## src/rtl/sram_ctrl_pkg.sv

```systemverilog
package sram_ctrl_pkg;

    typedef enum logic [2:0] {
        ST_IDLE,
        ST_WSETUP,
        ST_WPULSE,
        ST_WHOLD,
        ST_RACC,
        ST_RTURN
    } ctrl_state_e;

    // Nanoseconds to whole clock cycles, rounded up, never below one.
    function automatic int unsigned ns_to_cyc(input int unsigned ns, input int unsigned clk_ns);
        int unsigned c;
        c = (ns + clk_ns - 1) / clk_ns;
        return (c == 0) ? 1 : c;
    endfunction

endpackage

```

## src/rtl/sram_wait_timer.sv

```systemverilog
module sram_wait_timer #(
    parameter int unsigned CW = 4
) (
    input  logic          clk,
    input  logic          rst_n,
    input  logic          load,
    input  logic [CW-1:0] load_val,
    output logic          expired
);
    logic [CW-1:0] cnt_d, cnt_q;

    always_comb begin
        cnt_d = cnt_q;
        if (load)
            cnt_d = load_val;
        else if (cnt_q != '0)
            cnt_d = cnt_q - 1'b1;
    end

    always_ff @(posedge clk) begin
        if (!rst_n)
            cnt_q <= '0;
        else
            cnt_q <= cnt_d;
    end

    // High in the last cycle of the interval that was loaded.
    assign expired = (cnt_q == '0);
endmodule

```

## src/rtl/sram_lane_strobe.sv

```systemverilog
module sram_lane_strobe #(
    parameter int unsigned LANES = 2
) (
    input  logic             en,
    input  logic [LANES-1:0] lanes,
    output logic [LANES-1:0] strobe_n
);
    for (genvar i = 0; i < LANES; i++) begin : g_lane
        assign strobe_n[i] = !(en && lanes[i]);
    end
endmodule

```

## src/rtl/sram_read_mask.sv

```systemverilog
module sram_read_mask #(
    parameter int unsigned LANES  = 2,
    parameter int unsigned LANE_W = 8
) (
    input  logic [LANES-1:0]        sel_n,
    input  logic [LANES*LANE_W-1:0] din,
    output logic [LANES*LANE_W-1:0] dout
);
    for (genvar i = 0; i < LANES; i++) begin : g_lane
        assign dout[i*LANE_W +: LANE_W] = sel_n[i] ? '0 : din[i*LANE_W +: LANE_W];
    end
endmodule

```

## src/rtl/sram_async_ctrl.sv

```systemverilog
module sram_async_ctrl
    import sram_ctrl_pkg::*;
#(
    parameter int unsigned CLK_NS    = 10,
    parameter int unsigned ADDR_W    = 17,
    parameter int unsigned LANES     = 2,
    parameter int unsigned LANE_W    = 8,
    parameter int unsigned T_ACC_NS  = 70,
    parameter int unsigned T_WP_NS   = 50,
    parameter int unsigned T_WC_NS   = 70,
    parameter int unsigned T_TURN_NS = 25
) (
    input  logic                     clk,
    input  logic                     rst_n,
    input  logic                     req_valid,
    output logic                     req_ready,
    input  logic                     req_write,
    input  logic [ADDR_W-1:0]        req_addr,
    input  logic [LANES*LANE_W-1:0]  req_wdata,
    input  logic [LANES-1:0]         req_lanes,
    output logic                     rsp_done,
    output logic [LANES*LANE_W-1:0]  rsp_rdata,
    output logic                     mem_ce_n,
    output logic                     mem_oe_n,
    output logic                     mem_we_n,
    output logic [LANES-1:0]         mem_bsel_n,
    output logic [ADDR_W-1:0]        mem_addr,
    output logic [LANES*LANE_W-1:0]  mem_dout,
    input  logic [LANES*LANE_W-1:0]  mem_din,
    output logic                     mem_dout_en
);
    localparam int unsigned DATA_W   = LANES * LANE_W;
    localparam int unsigned WP_CYC   = ns_to_cyc(T_WP_NS, CLK_NS);
    localparam int unsigned WC_CYC   = ns_to_cyc(T_WC_NS, CLK_NS);
    // Setup and hold cycles surround the pulse; stretch it to fill the cycle time.
    localparam int unsigned PULSE    = (WC_CYC > WP_CYC + 2) ? (WC_CYC - 2) : WP_CYC;
    localparam int unsigned RD_CYC   = ns_to_cyc(T_ACC_NS, CLK_NS);
    localparam int unsigned TURN_CYC = ns_to_cyc(T_TURN_NS, CLK_NS);
    localparam int unsigned MAX_CYC  = (PULSE > RD_CYC) ? ((PULSE > TURN_CYC) ? PULSE : TURN_CYC)
                                                         : ((RD_CYC > TURN_CYC) ? RD_CYC : TURN_CYC);
    localparam int unsigned CW       = $clog2(MAX_CYC + 1);

    typedef struct packed {
        ctrl_state_e       st;
        logic [ADDR_W-1:0] addr;
        logic [DATA_W-1:0] wdata;
        logic              ce_n;
        logic              oe_n;
        logic              we_n;
        logic [LANES-1:0]  bsel_n;
        logic              dout_en;
        logic              done;
        logic [DATA_W-1:0] rdata;
    } regs_t;

    localparam regs_t RST_VAL = '{
        st:      ST_IDLE,
        addr:    '0,
        wdata:   '0,
        ce_n:    1'b1,
        oe_n:    1'b1,
        we_n:    1'b1,
        bsel_n:  '1,
        dout_en: 1'b0,
        done:    1'b0,
        rdata:   '0
    };

    regs_t             r_d, r_q;
    logic              t_load;
    logic [CW-1:0]     t_val;
    logic              t_expired;
    logic [LANES-1:0]  new_bsel_n;
    logic [DATA_W-1:0] masked_din;

    sram_wait_timer #(.CW(CW)) u_timer (
        .clk      (clk),
        .rst_n    (rst_n),
        .load     (t_load),
        .load_val (t_val),
        .expired  (t_expired)
    );

    sram_lane_strobe #(.LANES(LANES)) u_strobe (
        .en       (req_valid),
        .lanes    (req_lanes),
        .strobe_n (new_bsel_n)
    );

    sram_read_mask #(.LANES(LANES), .LANE_W(LANE_W)) u_mask (
        .sel_n (r_q.bsel_n),
        .din   (mem_din),
        .dout  (masked_din)
    );

    always_comb begin
        r_d    = r_q;
        r_d.done = 1'b0;
        t_load = 1'b0;
        t_val  = '0;
        unique case (r_q.st)
            ST_IDLE: begin
                if (req_valid) begin
                    r_d.addr   = req_addr;
                    r_d.wdata  = req_wdata;
                    r_d.ce_n   = 1'b0;
                    r_d.bsel_n = new_bsel_n;
                    t_load     = 1'b1;
                    if (req_write) begin
                        r_d.st = ST_WSETUP;
                        t_val  = '0;
                    end else begin
                        r_d.st   = ST_RACC;
                        r_d.oe_n = 1'b0;
                        t_val    = CW'(RD_CYC - 1);
                    end
                end
            end
            ST_WSETUP: begin
                if (t_expired) begin
                    r_d.st      = ST_WPULSE;
                    r_d.we_n    = 1'b0;
                    r_d.dout_en = 1'b1;
                    t_load      = 1'b1;
                    t_val       = CW'(PULSE - 1);
                end
            end
            ST_WPULSE: begin
                if (t_expired) begin
                    r_d.st   = ST_WHOLD;
                    r_d.we_n = 1'b1;
                    t_load   = 1'b1;
                    t_val    = '0;
                end
            end
            ST_WHOLD: begin
                if (t_expired) begin
                    r_d.st      = ST_IDLE;
                    r_d.ce_n    = 1'b1;
                    r_d.bsel_n  = '1;
                    r_d.dout_en = 1'b0;
                    r_d.done    = 1'b1;
                end
            end
            ST_RACC: begin
                if (t_expired) begin
                    r_d.rdata  = masked_din;
                    r_d.done   = 1'b1;
                    r_d.st     = ST_RTURN;
                    r_d.ce_n   = 1'b1;
                    r_d.oe_n   = 1'b1;
                    r_d.bsel_n = '1;
                    t_load     = 1'b1;
                    t_val      = CW'(TURN_CYC - 1);
                end
            end
            ST_RTURN: begin
                if (t_expired)
                    r_d.st = ST_IDLE;
            end
            default: r_d = RST_VAL;
        endcase
        // The pad drive never overlaps the memory's own output window.
        if (!r_d.oe_n)
            r_d.dout_en = 1'b0;
    end

    always_ff @(posedge clk) begin
        if (!rst_n)
            r_q <= RST_VAL;
        else
            r_q <= r_d;
    end

    assign req_ready   = (r_q.st == ST_IDLE);
    assign rsp_done    = r_q.done;
    assign rsp_rdata   = r_q.rdata;
    assign mem_ce_n    = r_q.ce_n;
    assign mem_oe_n    = r_q.oe_n;
    assign mem_we_n    = r_q.we_n;
    assign mem_bsel_n  = r_q.bsel_n;
    assign mem_addr    = r_q.addr;
    assign mem_dout    = r_q.wdata;
    assign mem_dout_en = r_q.dout_en;
endmodule

```

## config.mk

```make
export PLATFORM = sky130hd
export DESIGN_NAME = sram_async_ctrl
export DESIGN_NICKNAME = d
export VERILOG_FILES = /design/src/rtl/sram_ctrl_pkg.sv /design/src/rtl/sram_wait_timer.sv /design/src/rtl/sram_lane_strobe.sv /design/src/rtl/sram_read_mask.sv /design/src/rtl/sram_async_ctrl.sv
export SDC_FILE = /design/constraint.sdc
export NUM_CORES = 1
export LEC_CHECK = 0
export BUFFER_PORTS_ARGS = -buffer_cell sky130_fd_sc_hd__buf_2
export CORE_UTILIZATION = 30
export CTS_CLUSTER_SIZE = 25
export DETAILED_ROUTE_END_ITERATION = 16
export SKIP_CTS_REPAIR_TIMING = 1
export SYNTH_ARGS = -nofsm -noshare
export SYNTH_HDL_FRONTEND = slang
export SYNTH_SLANG_ARGS = --single-unit
export TNS_END_PERCENT = 30
```

## constraint.sdc

```tcl
create_clock -name clk -period 4.7 [get_ports clk]
set_input_delay 1.41 -clock clk [delete_from_list [all_inputs] [get_ports clk]]
set_output_delay 1.41 -clock clk [all_outputs]
set_load 0.01 [all_outputs]
```

Yosys cells after proc, flatten, opt, wreduce, memory -nomap -nowiden:

Index checks and enable logic that the tools add are counted.
Widths: inputs -> output; s select.

* flip-flop bits (word level): 62
* word-level logic and storage cells: 86
* output and inout bits: 57
* bits of input ports: 55

* equality and inequality tests: 11
* add/sub/neg operators: 1
* reduce and logical (&&, ||, !) cells: 23
* bitwise gates (word level): 5
* mux-type cells: 35

Operator list (count)
* $pmux 33 s2: 1
* $mux 38: 1
* $pmux 16 s2: 1
* $mux 3: 10
* $mux 17: 1
* $mux 8: 2
* $pmux 3 s5: 1
* $reduce_or 4->1: 3
* $ne 2x2->1 const B: 5
* $reduce_or 5->1: 2
* $pmux 1 s3: 3
* $pmux 3 s3: 1
* $mux 2: 4
* $pmux 2 s4: 1
* $eq 3x2->1 const B: 2
* $eq 3x3->1 const B: 2
* $logic_not 3->1: 2
* $reduce_and 2->1: 3
* $reduce_and 3->1: 2
* $reduce_or 3->1: 2
* $mux 1: 5
* $not 1->1: 5
* $reduce_and 5->1: 1
* $mux 4: 1
* 11 further kinds: 14

Depth between registers and ports, before layout:

* depth in word-level cells: 4
* gate-level depth with buffers: 8
* gate-level depth less buffers: 6

Hierarchy:

From an unflattened synthesis, not the netlist that was laid out.

* cells, all modules: 321
* area total of the unflattened synthesis: 3099.2 µm²

Modules (own cells, without submodules)
* sram_async_ctrl: times used 1, cells an instance 281, seq. area each 1181.1 µm², area each 2786.4 µm²
* sram_wait_timer: times used 1, cells an instance 22, seq. area each 60.1 µm², area each 205.2 µm²
* sram_read_mask: times used 1, cells an instance 16, seq. area each 0.0 µm², area each 100.1 µm²
* sram_lane_strobe: times used 1, cells an instance 2, seq. area each 0.0 µm², area each 7.5 µm²

Worst setup path after synthesis:

No wires, ideal clock.

* path kind: input to register
* start: input port req_valid
* end: register r_q (netlist bit mem_oe_n)
* data arrival time: 2.430 ns
* path slack: 2.144 ns
* library setup time: 0.126 ns
* cell stages on the path: 5
* buffers on the path: 1
* required time: 4.574 ns
* cells stage by stage: or4b_1 buf_2 or2_1 a21oi_1 nand2_1

* word-level cells in the longest chain between the ends: 2

Ends and longest elaborated chain
* from (decl): RTL line sram_async_ctrl.sv:15 `input logic req_valid,`
* $mux 38: RTL line sram_async_ctrl.sv:103 `if (req_valid) begin`
* $pmux 1 s3: RTL line sram_async_ctrl.sv:101 `unique case (r_q.st)`
* to (signal assigned): RTL line sram_async_ctrl.sv:172 `r_q <= r_d;`
* to (decl): RTL line sram_async_ctrl.sv:69 `regs_t r_d, r_q;`

Every way passes these cells. The select of a mux whose other input is x is not followed.
A chain may end at the register's enable or synchronous reset.

Worst setup path in the final report:

* start: register r_q[57] in the netlist's numbering
* end: output port req_ready

* word-level cells in the longest chain between the ends: 1

Ends and longest elaborated chain
* $logic_not 3->1: RTL line sram_async_ctrl.sv:175 `assign req_ready = (r_q.st == ST_IDLE);`
* to (decl): RTL line sram_async_ctrl.sv:16 `output logic req_ready,`

Every way passes these cells.

==> impl_metrics.csv <==
group,metric,value,unit
status,outcome,"finished, final reports clean",
setup_path,r2r_cells,5,
routing,drt_first_iter_violations,224,
clock_network,insertion_delay,330,ps
sta,fin_skew,9.04,ps
sta,slew_violations,0,
sta,max_freq,354,MHz
setup_path,start_kind,"flop",
setup_path,cp_data_arrival_time,1420,ps
routing,wl_per_cell,12.8,microns
global_routing,gr-total-overflow,0,
logic_synthesis,synth-seq-cells,62,
setup_path,crit_path_top_delay_cell,"dfxtp_1",
layout,final_cell_area,3380,sq um
global_routing,grt_pass1_wl,9.67,mm
logic_synthesis,synth_area,2950,sq um
setup_path,cp_cell_sequence,"nor3_1 > buf_2",
logic_synthesis,ys.flop_type,"dfxtp_1",
layout,multi_input_area,1200,sq um
logic_synthesis,synth_enable_flop_cells,0,
floorplan,die_area,10200,sq um
floorplan,core-area,9370,sq um
logic_synthesis,syn-num-nets,367,
layout,post-route-util,0.361,
layout,area_growth,14.8,%
global_routing,grt_pass1_vias,1977,
global_routing,grt_usage,0.125,
layout,diodes,0,
sta,rsz0062_at_grt,"false",
sta,fin_crit,2830,ps
logic_synthesis,syn_inst,307,
run,cap_violations,0,
floorplan,die_x,101,microns
global_routing,antenna_found_initial,0,
sta,hold_viol,0,
layout,layout.nets,419,
sta,worst_pin_slew,1110,ps
floorplan,ios,112,
sta,fin_tns_setup,0,ps
logic_synthesis,synth-async-reset-ratio,0,
floorplan,rows,35,
clock_network,clk_pin_slew,60,ps
clock_network,cts_buffers,9,
placement,place.detailed.hpwl,4.47,mm
floorplan,dieHeight,101,microns
logic_synthesis,yosysTopAreaCell,"dfxtp_1",
routing,vias,2274,
logic_synthesis,ys_types,45,
placement,placed_cell_area,3170,sq um
clock_network,cts_buffer_depth,2,
power,total_leakage_power,1.49,nW
placement,port-buffer-count,111,
sta,max_slew_margin,0.261,
power,p_per_area,590,nW/um^2
layout,regArea,1240,sq um
setup_path,path_class,"flop to output pin",
worst_hold_path,hold_class,"flop to flop",
setup_path,r2r_slack,2000,ps
clock_network,h-tree-depth,3,
sta,setup_viol,0,
sta,whs,475,ps
logic_synthesis,avgSynthCellArea,9.59,sq um
setup_path,cp-end-kind,"output pin",
placement,place_congestion,0.862,
routing,final_antenna_net_count,0,
setup_path,r2r-start,"r_q[57]",
routing,drc,0,
setup_path,cp.required,3290,ps
power,peakVddDrop,0.000195,V
layout,layout-drive-gt1-share,0.355,
worst_hold_path,hold_end,"rsp_rdata[12]",
setup_path,rr_endpoint,"mem_dout[11]",
power,power,0.00199,W
layout,fillers,1006,
logic_synthesis,synth_top_area_frac,0.421,
floorplan,initial_core_util,0.314,
clock_network,cts.sinks,62,
routing,drt_wl_total,6.31,mm
logic_synthesis,ys_seq_area_frac,0.421,
worst_hold_path,whs_path_depth,1,
sta,fin_crit_sh,0.602,
logic_synthesis,synthTopCellsByArea,"dfxtp_1, buf_4, a22oi_1",
routing,viasPerCell,4.62,
setup_path,critPathMaxStageDelay,780,ps
worst_hold_path,min_from,"rsp_rdata[12]",
clock_network,cts-root-buf,"clkbuf_8",
logic_synthesis,yosys_warnings,0,
routing,drt_pre_antenna_iters,4,
setup_path,critPathMaxFanout,22,
clock_network,cts_tree,"done",
global_routing,grt_max_degree,50,
## stage by stage
| stage | setup WS (ps) | instances |
|---|---|---|
| final | 1870 | 492 |
| after global routing | 1720 | 492 |
| after CTS | 1870 | 492 |
| after detailed placement | 1580 | 477 |
| after global placement | 1650 | 477 |
| after floorplan | 2140 | 307 |
## Yosys cell counts, types with 5 or more instances
| cell | instances |
|---|---|
| buf_4 | 51 |
| nand3_1 | 7 |
| a21oi_1 | 5 |
| nor2b_1 | 34 |
| nand2_1 | 16 |
| nand2b_1 | 5 |
| o21ai_0 | 5 |
| a22oi_1 | 33 |
| nor2_1 | 5 |
| a22o_1 | 16 |
| clkbuf_1 | 10 |
| dfxtp_1 | 62 |
| ha_1 | 5 |
## cells by family (layout without fill, tap and decap cells)
group / after synthesis / after routing / synth area share
multiplexers: 1 / 1 / 0.00340
adder cells (fa/ha/maj): 5 / 5 / 0.0212
buffers and inverters: 74 / 130 / 0.171
XOR/XNOR: 3 / 3 / 0.00892
AND/OR/NAND/NOR: 86 / 86 / 0.181
flip-flops: 62 / 62 / 0.421
AO/OA/AOI/OAI: 76 / 76 / 0.193
## how the worst max path moves through the flow
stage | to | cells past startpoint | from
after floorplan | mem_oe_n | 5 | req_valid
after global placement | mem_dout[2] | 5 | req_valid
final | req_ready | 2 | r_q[57]
after global routing | mem_dout[0] | 5 | r_q[58]
after detailed placement | rsp_rdata[8] | 4 | rst_n
after CTS | req_ready | 2 | r_q[57]
## layout by cell type, fill, tap and decap left out, types with 2 or more instances in the layout
master,synthesis,routed
a21boi_0,2,2
a21oi_1,5,5
a22o_1,16,16
a22oi_1,33,33
a31oi_1,2,2
and3_1,2,2
buf_2,4,111
clkbuf_8,0,12
dfxtp_1,62,62
ha_1,5,5
inv_1,4,4
nand2_1,16,16
nand2b_1,5,5
nand3_1,7,7
nand4b_1,2,2
nor2_1,5,5
nor2b_1,34,34
nor3_1,3,3
nor3b_1,2,2
nor4_4,2,2
o21a_1,4,4
o21ai_0,5,5
xor2_1,2,2
## critical path, delay by kind of cell, from the launching register on
kind                   cells  cell delay (ps)
buffers and inverters      1              170
flip-flops                 1              780
AND/OR/NAND/NOR            1              130
## metal layers
layer / share of wire / wire length [microns] / GRT usage / vias to the layer above
met5: 0 / 0 / 0 / -
met4: 0.014 / 88 / 0.0803 / 0
met3: 0.043 / 271 / 0.0250 / 6
met2: 0.48 / 3060 / 0.193 / 68
met1: 0.46 / 2890 / 0.159 / 1066
li1: - / - / - / 1134
## power by group
group | switching (W) | internal, W
Combinational | 0.000453 | 0.000314
Clock | 0.000198 | 0.000284
Sequential | 0.000101 | 0.000644
## registers in the layout, indices dropped and copies added (netlist names)
name,count
rsp_rdata,16
rsp_done,1
u_timer.cnt_q,3
r_q,3
mem_oe_n,1
mem_we_n,1
mem_dout,16
mem_dout_en,1
mem_ce_n,1
mem_bsel_n,2
mem_addr,17
## cell type report
cell class | instances | area share
Timing Repair Buffer | 111 | 0.164
Inverter | 4 | 0.00444
Clock inverter | 3 | 0.0126
Multi-Input combinational cell | 171 | 0.355
Clock buffer | 12 | 0.0489
Sequential cell | 62 | 0.367
Tap cell | 129 | 0.0477
Power figures use the tool's default switching activity.
